## config.mk

```make
export PLATFORM = sky130hd
export DESIGN_NAME = sweep_autostart_sched
export DESIGN_NICKNAME = d
export VERILOG_FILES = /design/src/rtl/sweep_autostart_sched.sv
export SDC_FILE = /design/constraint.sdc
export NUM_CORES = 1
export LEC_CHECK = 0
export BUFFER_PORTS_ARGS = -buffer_cell sky130_fd_sc_hd__buf_2
export CORE_MARGIN = 3
export CORE_UTILIZATION = 51
export CTS_CLUSTER_DIAMETER = 50
export DETAILED_ROUTE_END_ITERATION = 8
export GPL_TIMING_DRIVEN = 0
export HOLD_SLACK_MARGIN = 0.02
export PLACE_DENSITY = 0.74
export SYNTH_ARGS = -nofsm -noshare
export SYNTH_HDL_FRONTEND = slang
export SYNTH_SLANG_ARGS = --single-unit
```

## constraint.sdc

```tcl
create_clock -name clk -period 2.35 [get_ports clk]
set_input_delay 0 -clock clk [delete_from_list [all_inputs] [get_ports clk]]
set_output_delay 0 -clock clk [all_outputs]
set_load 0.01 [all_outputs]
```

## src/rtl/sweep_autostart_sched.sv

```systemverilog
module sweep_autostart_sched #(
  parameter int REF_DIV      = 100,
  parameter int TICK_DIV     = 100000,
  parameter int NUM_SWITCHES = 12,
  parameter int IDX_W        = (NUM_SWITCHES > 1) ? $clog2(NUM_SWITCHES) : 1
) (
  input  logic                    clk,
  input  logic                    rst_n,
  input  logic                    advance_i,
  input  logic                    clock_clear_i,
  input  logic                    sweep_end_i,
  input  logic [NUM_SWITCHES-1:0] prog_sw_i,
  output logic                    tap_100k_o,
  output logic                    tap_1hz_o,
  output logic [15:0]             clock_bcd_o,
  output logic [IDX_W-1:0]        scan_idx_o,
  output logic                    request_o,
  output logic                    autostart_o
);
  localparam int D1W = (REF_DIV > 1) ? $clog2(REF_DIV) : 1;
  localparam int D2W = (TICK_DIV > 1) ? $clog2(TICK_DIV) : 1;

  logic [D1W-1:0] div1;
  logic [D2W-1:0] div2;
  logic [3:0] su, st, mu, mt, nsu, nst, nmu, nmt;
  logic adv_q, clr_q, adv_p, clr_p, seg, hit;

  assign tap_100k_o = (div1 == D1W'(REF_DIV - 1));
  assign tap_1hz_o  = tap_100k_o && (div2 == D2W'(TICK_DIV - 1));

  always_ff @(posedge clk) begin
    if (!rst_n) begin
      div1 <= '0;
      div2 <= '0;
    end else begin
      div1 <= tap_100k_o ? '0 : div1 + 1'b1;
      if (tap_100k_o) div2 <= tap_1hz_o ? '0 : div2 + 1'b1;
    end
  end

  assign adv_p = advance_i && !adv_q;
  assign clr_p = clock_clear_i && !clr_q;

  always_comb begin
    nsu = su; nst = st; nmu = mu; nmt = mt;
    if (clr_p) begin
      nsu = 4'd0; nst = 4'd0; nmu = 4'd0; nmt = 4'd0;
    end else if (adv_p) begin
      nmu = (mu == 4'd0) ? 4'd9 : mu - 4'd1;
      if (mu == 4'd0) nmt = (mt == 4'd0) ? 4'd5 : mt - 4'd1;
    end else if (tap_1hz_o) begin
      nsu = (su == 4'd0) ? 4'd9 : su - 4'd1;
      if (su == 4'd0) begin
        nst = (st == 4'd0) ? 4'd5 : st - 4'd1;
        if (st == 4'd0) begin
          nmu = (mu == 4'd0) ? 4'd9 : mu - 4'd1;
          if (mu == 4'd0) nmt = (mt == 4'd0) ? 4'd5 : mt - 4'd1;
        end
      end
    end
  end

  assign seg = tap_1hz_o && !clr_p && !adv_p && nsu == 4'd0 && nst == 4'd0 &&
               (nmu == 4'd0 || nmu == 4'd5);
  assign hit = seg && prog_sw_i[scan_idx_o];

  always_ff @(posedge clk) begin
    if (!rst_n) begin
      {mt, mu, st, su} <= '0;
      adv_q       <= 1'b0;
      clr_q       <= 1'b0;
      scan_idx_o  <= '0;
      request_o   <= 1'b0;
      autostart_o <= 1'b0;
    end else begin
      {mt, mu, st, su} <= {nmt, nmu, nst, nsu};
      adv_q       <= advance_i;
      clr_q       <= clock_clear_i;
      autostart_o <= hit && !request_o && !sweep_end_i;
      if (sweep_end_i)  request_o <= 1'b0;
      else if (hit)     request_o <= 1'b1;
      if (seg) scan_idx_o <= (scan_idx_o == IDX_W'(NUM_SWITCHES - 1)) ? '0 : scan_idx_o + 1'b1;
    end
  end

  assign clock_bcd_o = {mt, mu, st, su};

  p_tap_aligned_r2: assert property (@(posedge clk) disable iff (!rst_n)
    tap_1hz_o |-> tap_100k_o);
  p_tap_single_r1: assert property (@(posedge clk) disable iff (!rst_n)
    (REF_DIV > 1 && tap_100k_o) |=> !tap_100k_o);
  p_digit_range_r3: assert property (@(posedge clk) disable iff (!rst_n)
    su <= 4'd9 && st <= 4'd5 && mu <= 4'd9 && mt <= 4'd5);
  p_clear_zero_r5: assert property (@(posedge clk) disable iff (!rst_n)
    (clock_clear_i && !clr_q) |=> clock_bcd_o == 16'h0000);
  p_auto_single_r7: assert property (@(posedge clk) disable iff (!rst_n)
    autostart_o |=> !autostart_o);
  p_auto_sets_req_r8: assert property (@(posedge clk) disable iff (!rst_n)
    autostart_o |-> request_o);
  p_req_hold_r8: assert property (@(posedge clk) disable iff (!rst_n)
    (request_o && !sweep_end_i) |=> request_o);
  p_req_clear_r9: assert property (@(posedge clk) disable iff (!rst_n)
    sweep_end_i |=> (!request_o && !autostart_o));
  p_scan_range_r6: assert property (@(posedge clk) disable iff (!rst_n)
    scan_idx_o <= IDX_W'(NUM_SWITCHES - 1));
endmodule

```

==> results.txt <==
- Antenna Violating Nets Remaining: 0
* Critical path endpoint category: flip-flop
- Worst clock skew: 9.63 ps
* Type of the worst min-delay path: input pin to flip-flop
* Synth unique cells: 54
- For this run the aggregate overflow at the end of global routing stands at 0.
- Met3 track demand over resource in global routing: 0.0622
- Number of hold violations in the final report: 0
* TritonCTS clock tree: built
- Via count: 2,384
* Initial Utilization: 0.537
- Met1 Resource Use GR: 0.275
* Total detailed-routing wirelength: 6210 microns
* Crit-path slowest cell: or4_4
- The via count of the first global-routing pass came to 2,259.
* Chain of cells forming the critical path: ha_1, and3_4, nand3_2, or4_4, mux2_4, buf_4, or4_4, o21ai_1, a21oi_1
* Proportion of layout cells with a drive suffix above 1: 0.317
- Number of buffer and inverter stages on the critical path: 1
* Setup slack, reg-to-reg: -460 ps
- Number of antenna violations at the first check in global routing: 0
- Pre-CTS WS: -489 ps
- Measured in cells, the most critical reg-to-reg path has a length of 9.
- Most frequent cell on the critical path: or4_4
- The H-tree was split into 2 levels.
- Max-cap violations in this run came to 0.
* Warnings, synthesis: 0
- After technology mapping, the gate count stands at 299.
* Min Clock Period, post-route: 2810 ps
* Number of vias per cell after detailed routing: 5.43
- Cells on Worst Hold Path: 3
* Smallest hold slack: 149 ps
- Worst-case clock buffer depth: 2
- Combined area of all synthesized cells: 0.00257 sq mm
* Area fraction of the dominant cell type after synthesis: 0.374
- Core footprint: 0.00479 sq mm
- STA classifies the critical path startpoint as a flip-flop.
* Status: finished with violations
- Sum of net half-perimeters after detailed placement: 4120 microns
- Setup violations remaining at the end of the flow were counted as 10.
* Top delay family on crit path: simple AND/OR/NAND/NOR gates
* Ant diodes: 0
- The largest single stage delay on the critical path is 560 ps.
- Max-slew violation count: 0
* Worst Path Required: 2540 ps
* Die height: 77.0 microns
- Avg Cell Area, Syn: 8.60 sq um
- Count of input and output buffers: 39
- Number of detailed-routing iterations run before antenna repair: 5
- All-Layer GR Usage: 0.213
* Critical Path Start: div2[0]
- The commonest cells after synthesis are dfxtp_1 (48), nor2_1 (42), nand2_1 (25).
- Ranking of synthesized cells by area: dfxtp_1 (37%), nor2_1 (6.1%), xor2_1 (4.1%)
- The congestion estimate from routability-driven global placement came to 0.840.
- Least-Margin Pin Slew: 583 ps
- Num rows: 25
- Clock net sink count: 48
- Violation count after the first detailed-route iteration: 125
- Routed wire length per instance: 14.1 microns
- Timing would allow up to 356 MHz.
- For this run, the post-layout net count is 393.
- STA puts the critical path data arrival time at 3000 ps.
* Count of unresolved DRC violations after routing: 0
- Of all nets on the critical path, the largest fanout is 5.
- 41 I/O pins were placed.
- Flip-flop and latch count after synthesis: 48
* Cell accounting for the most synthesized area: dfxtp_1
* Worst Hold End: scan_idx_o[2]
- In this run the critical register-to-register path is captured at scan_idx_o[0].
- Dividing the final minimum period by the clock period gives 1.20.
* Setup WS post-layout: -462 ps
- The worst setup path is of the flip-flop to flip-flop kind.
- In this run the tightest slew margin relative to its limit is 0.609.
* Unrepaired setup endpoints after global routing: yes
- For this design the ratio of total power to cell area is 448 mW/mm^2.
- In the synthesized netlist the async set-or-reset flop fraction comes to 0.
- Relative to the synthesized area, the layout overhead comes to 30.0%.
- Total leakage power: 1.37 nW
* Die area: 0.00593 sq mm
* Met2 capacity usage during global routing: 0.344
* Synthesized net count: 321
- First-pass GRT wire length: 10,300 microns
* Failing checks: negative setup slack
- Main synth FF type: dfxtp_1
* Clock root buffer: clkbuf_8
* Clock transition at the register clock pins on the worst setup and hold paths after CTS: 90 ps
- Share of the yosys chip area belonging to registers: 0.374
* Chip Width: 77.0 microns
* Most frequent cell after synthesis: dfxtp_1
* TritonCTS buffer count: 5
- Number of enable flip-flop cells after synthesis: 0
* Largest net degree at the start of global routing: 16
- Launch instance of the worst register-to-register path: div2[0]
- Busiest metal layer after global routing: met2
- In this run the most critical hold path is launched from rst_n.
* Clock latency on the worst-skew pair: 310 ps
- Peak VDD IR: 0.000334 V
==> through the flow <==
stage	utilization	area (sq um)	TNS (ps)	std cells	total power, W
2_1_floorplan	-	2600	-497	299	0.000930
3_3_place_gp	0.601	2880	-2510	405	0.000967
3_5_place_dp	0.601	2880	-2930	405	0.000969
4_1_cts	0.675	3230	-2110	433	0.00151
5_1_grt	0.698	3340	-3840	439	0.00157
6_report	0.698	3340	-2820	439	0.00150
==> cells in the final DEF, fill, tap and decap left out, types with 5 or more instances in the layout <==
| cell | instances |
|---|---|
| nor2_1 | 41 |
| dfxtp_1 | 41 |
| buf_2 | 39 |
| nand2_1 | 25 |
| buf_4 | 19 |
| a21oi_1 | 15 |
| nand3_1 | 12 |
| xor2_1 | 12 |
| inv_1 | 11 |
| xnor2_1 | 11 |
| and3_1 | 8 |
| nand4_1 | 7 |
| o21ai_0 | 7 |
| clkbuf_1 | 6 |
| and2_1 | 6 |
| clkbuf_8 | 6 |
| or3_1 | 5 |
| mux2i_1 | 5 |
| dfxtp_2 | 5 |
==> timing repair <==
action | in CTS | in global routing
pin swaps | 20 | 11
endpoints found under the setup margin | 10 | 24
resized for setup | 24 | 15
hold buffers | 3 | 0
setup buffers | 17 | 6
hold endpoints to repair | 4 | 0
==> how the worst max path moves through the flow <==
stage,endpoint,cells past startpoint
3_3_place_gp,scan_idx_o[1],7
6_report,scan_idx_o[0],9
3_5_place_dp,scan_idx_o[1],7
5_1_grt,scan_idx_o[1],11
2_1_floorplan,scan_idx_o[1],7
4_1_cts,scan_idx_o[0],8
==> sequential cells by signal, indices dropped and copies added, names as in the netlist <==
| signal | count |
|---|---|
| st | 4 |
| mu | 4 |
| su | 4 |
| scan_idx_o | 4 |
| div2 | 17 |
| request_o | 1 |
| mt | 4 |
| clr_q | 1 |
| adv_q | 1 |
| autostart_o | 1 |
| div1 | 7 |
==> layer usage <==
| metal | vias up | wire [microns] |
|---|---|---|
| li1 | 1211 | - |
| met1 | 1101 | 2890 |
| met2 | 65 | 2870 |
| met3 | 7 | 367 |
| met4 | 0 | 75 |
| met5 | - | 0 |
==> where the power goes <==
| part | leakage, nW | switching (W) | internal, W |
|---|---|---|---|
| Clock | 0.0516 | 0.000286 | 0.000241 |
| Sequential | 0.392 | 0.0000112 | 0.000822 |
| Combinational | 0.924 | 0.0000751 | 0.0000603 |
| Total | 1.37 | 0.000372 | 0.00112 |
==> cells by family after synthesis <==
| group | Yosys count | synth area share |
|---|---|---|
| buf+inv | 20 | 0.0292 |
| flops | 48 | 0.374 |
| mux | 9 | 0.0516 |
| xor+xnor | 23 | 0.0784 |
| simple gates | 154 | 0.346 |
| compound gates | 40 | 0.0964 |
| fa+ha+maj | 5 | 0.0243 |
==> layout make-up <==
class	instances	area, sq um
multi-input cells	231	1700
fillers	389	1450
flip-flops and latches	48	975
repair buffers	65	413
well taps	67	83.8
clock buffers	6	82.6
inverters	12	45.0
plain buffers	8	31.3
clock inverters	2	13.8
==> tightest hold or removal path, stage by stage <==
cell and delay, ps:
clkbuf_1 220, nand2_1 130, mux2i_1 60
Power figures use the tool's default switching activity.
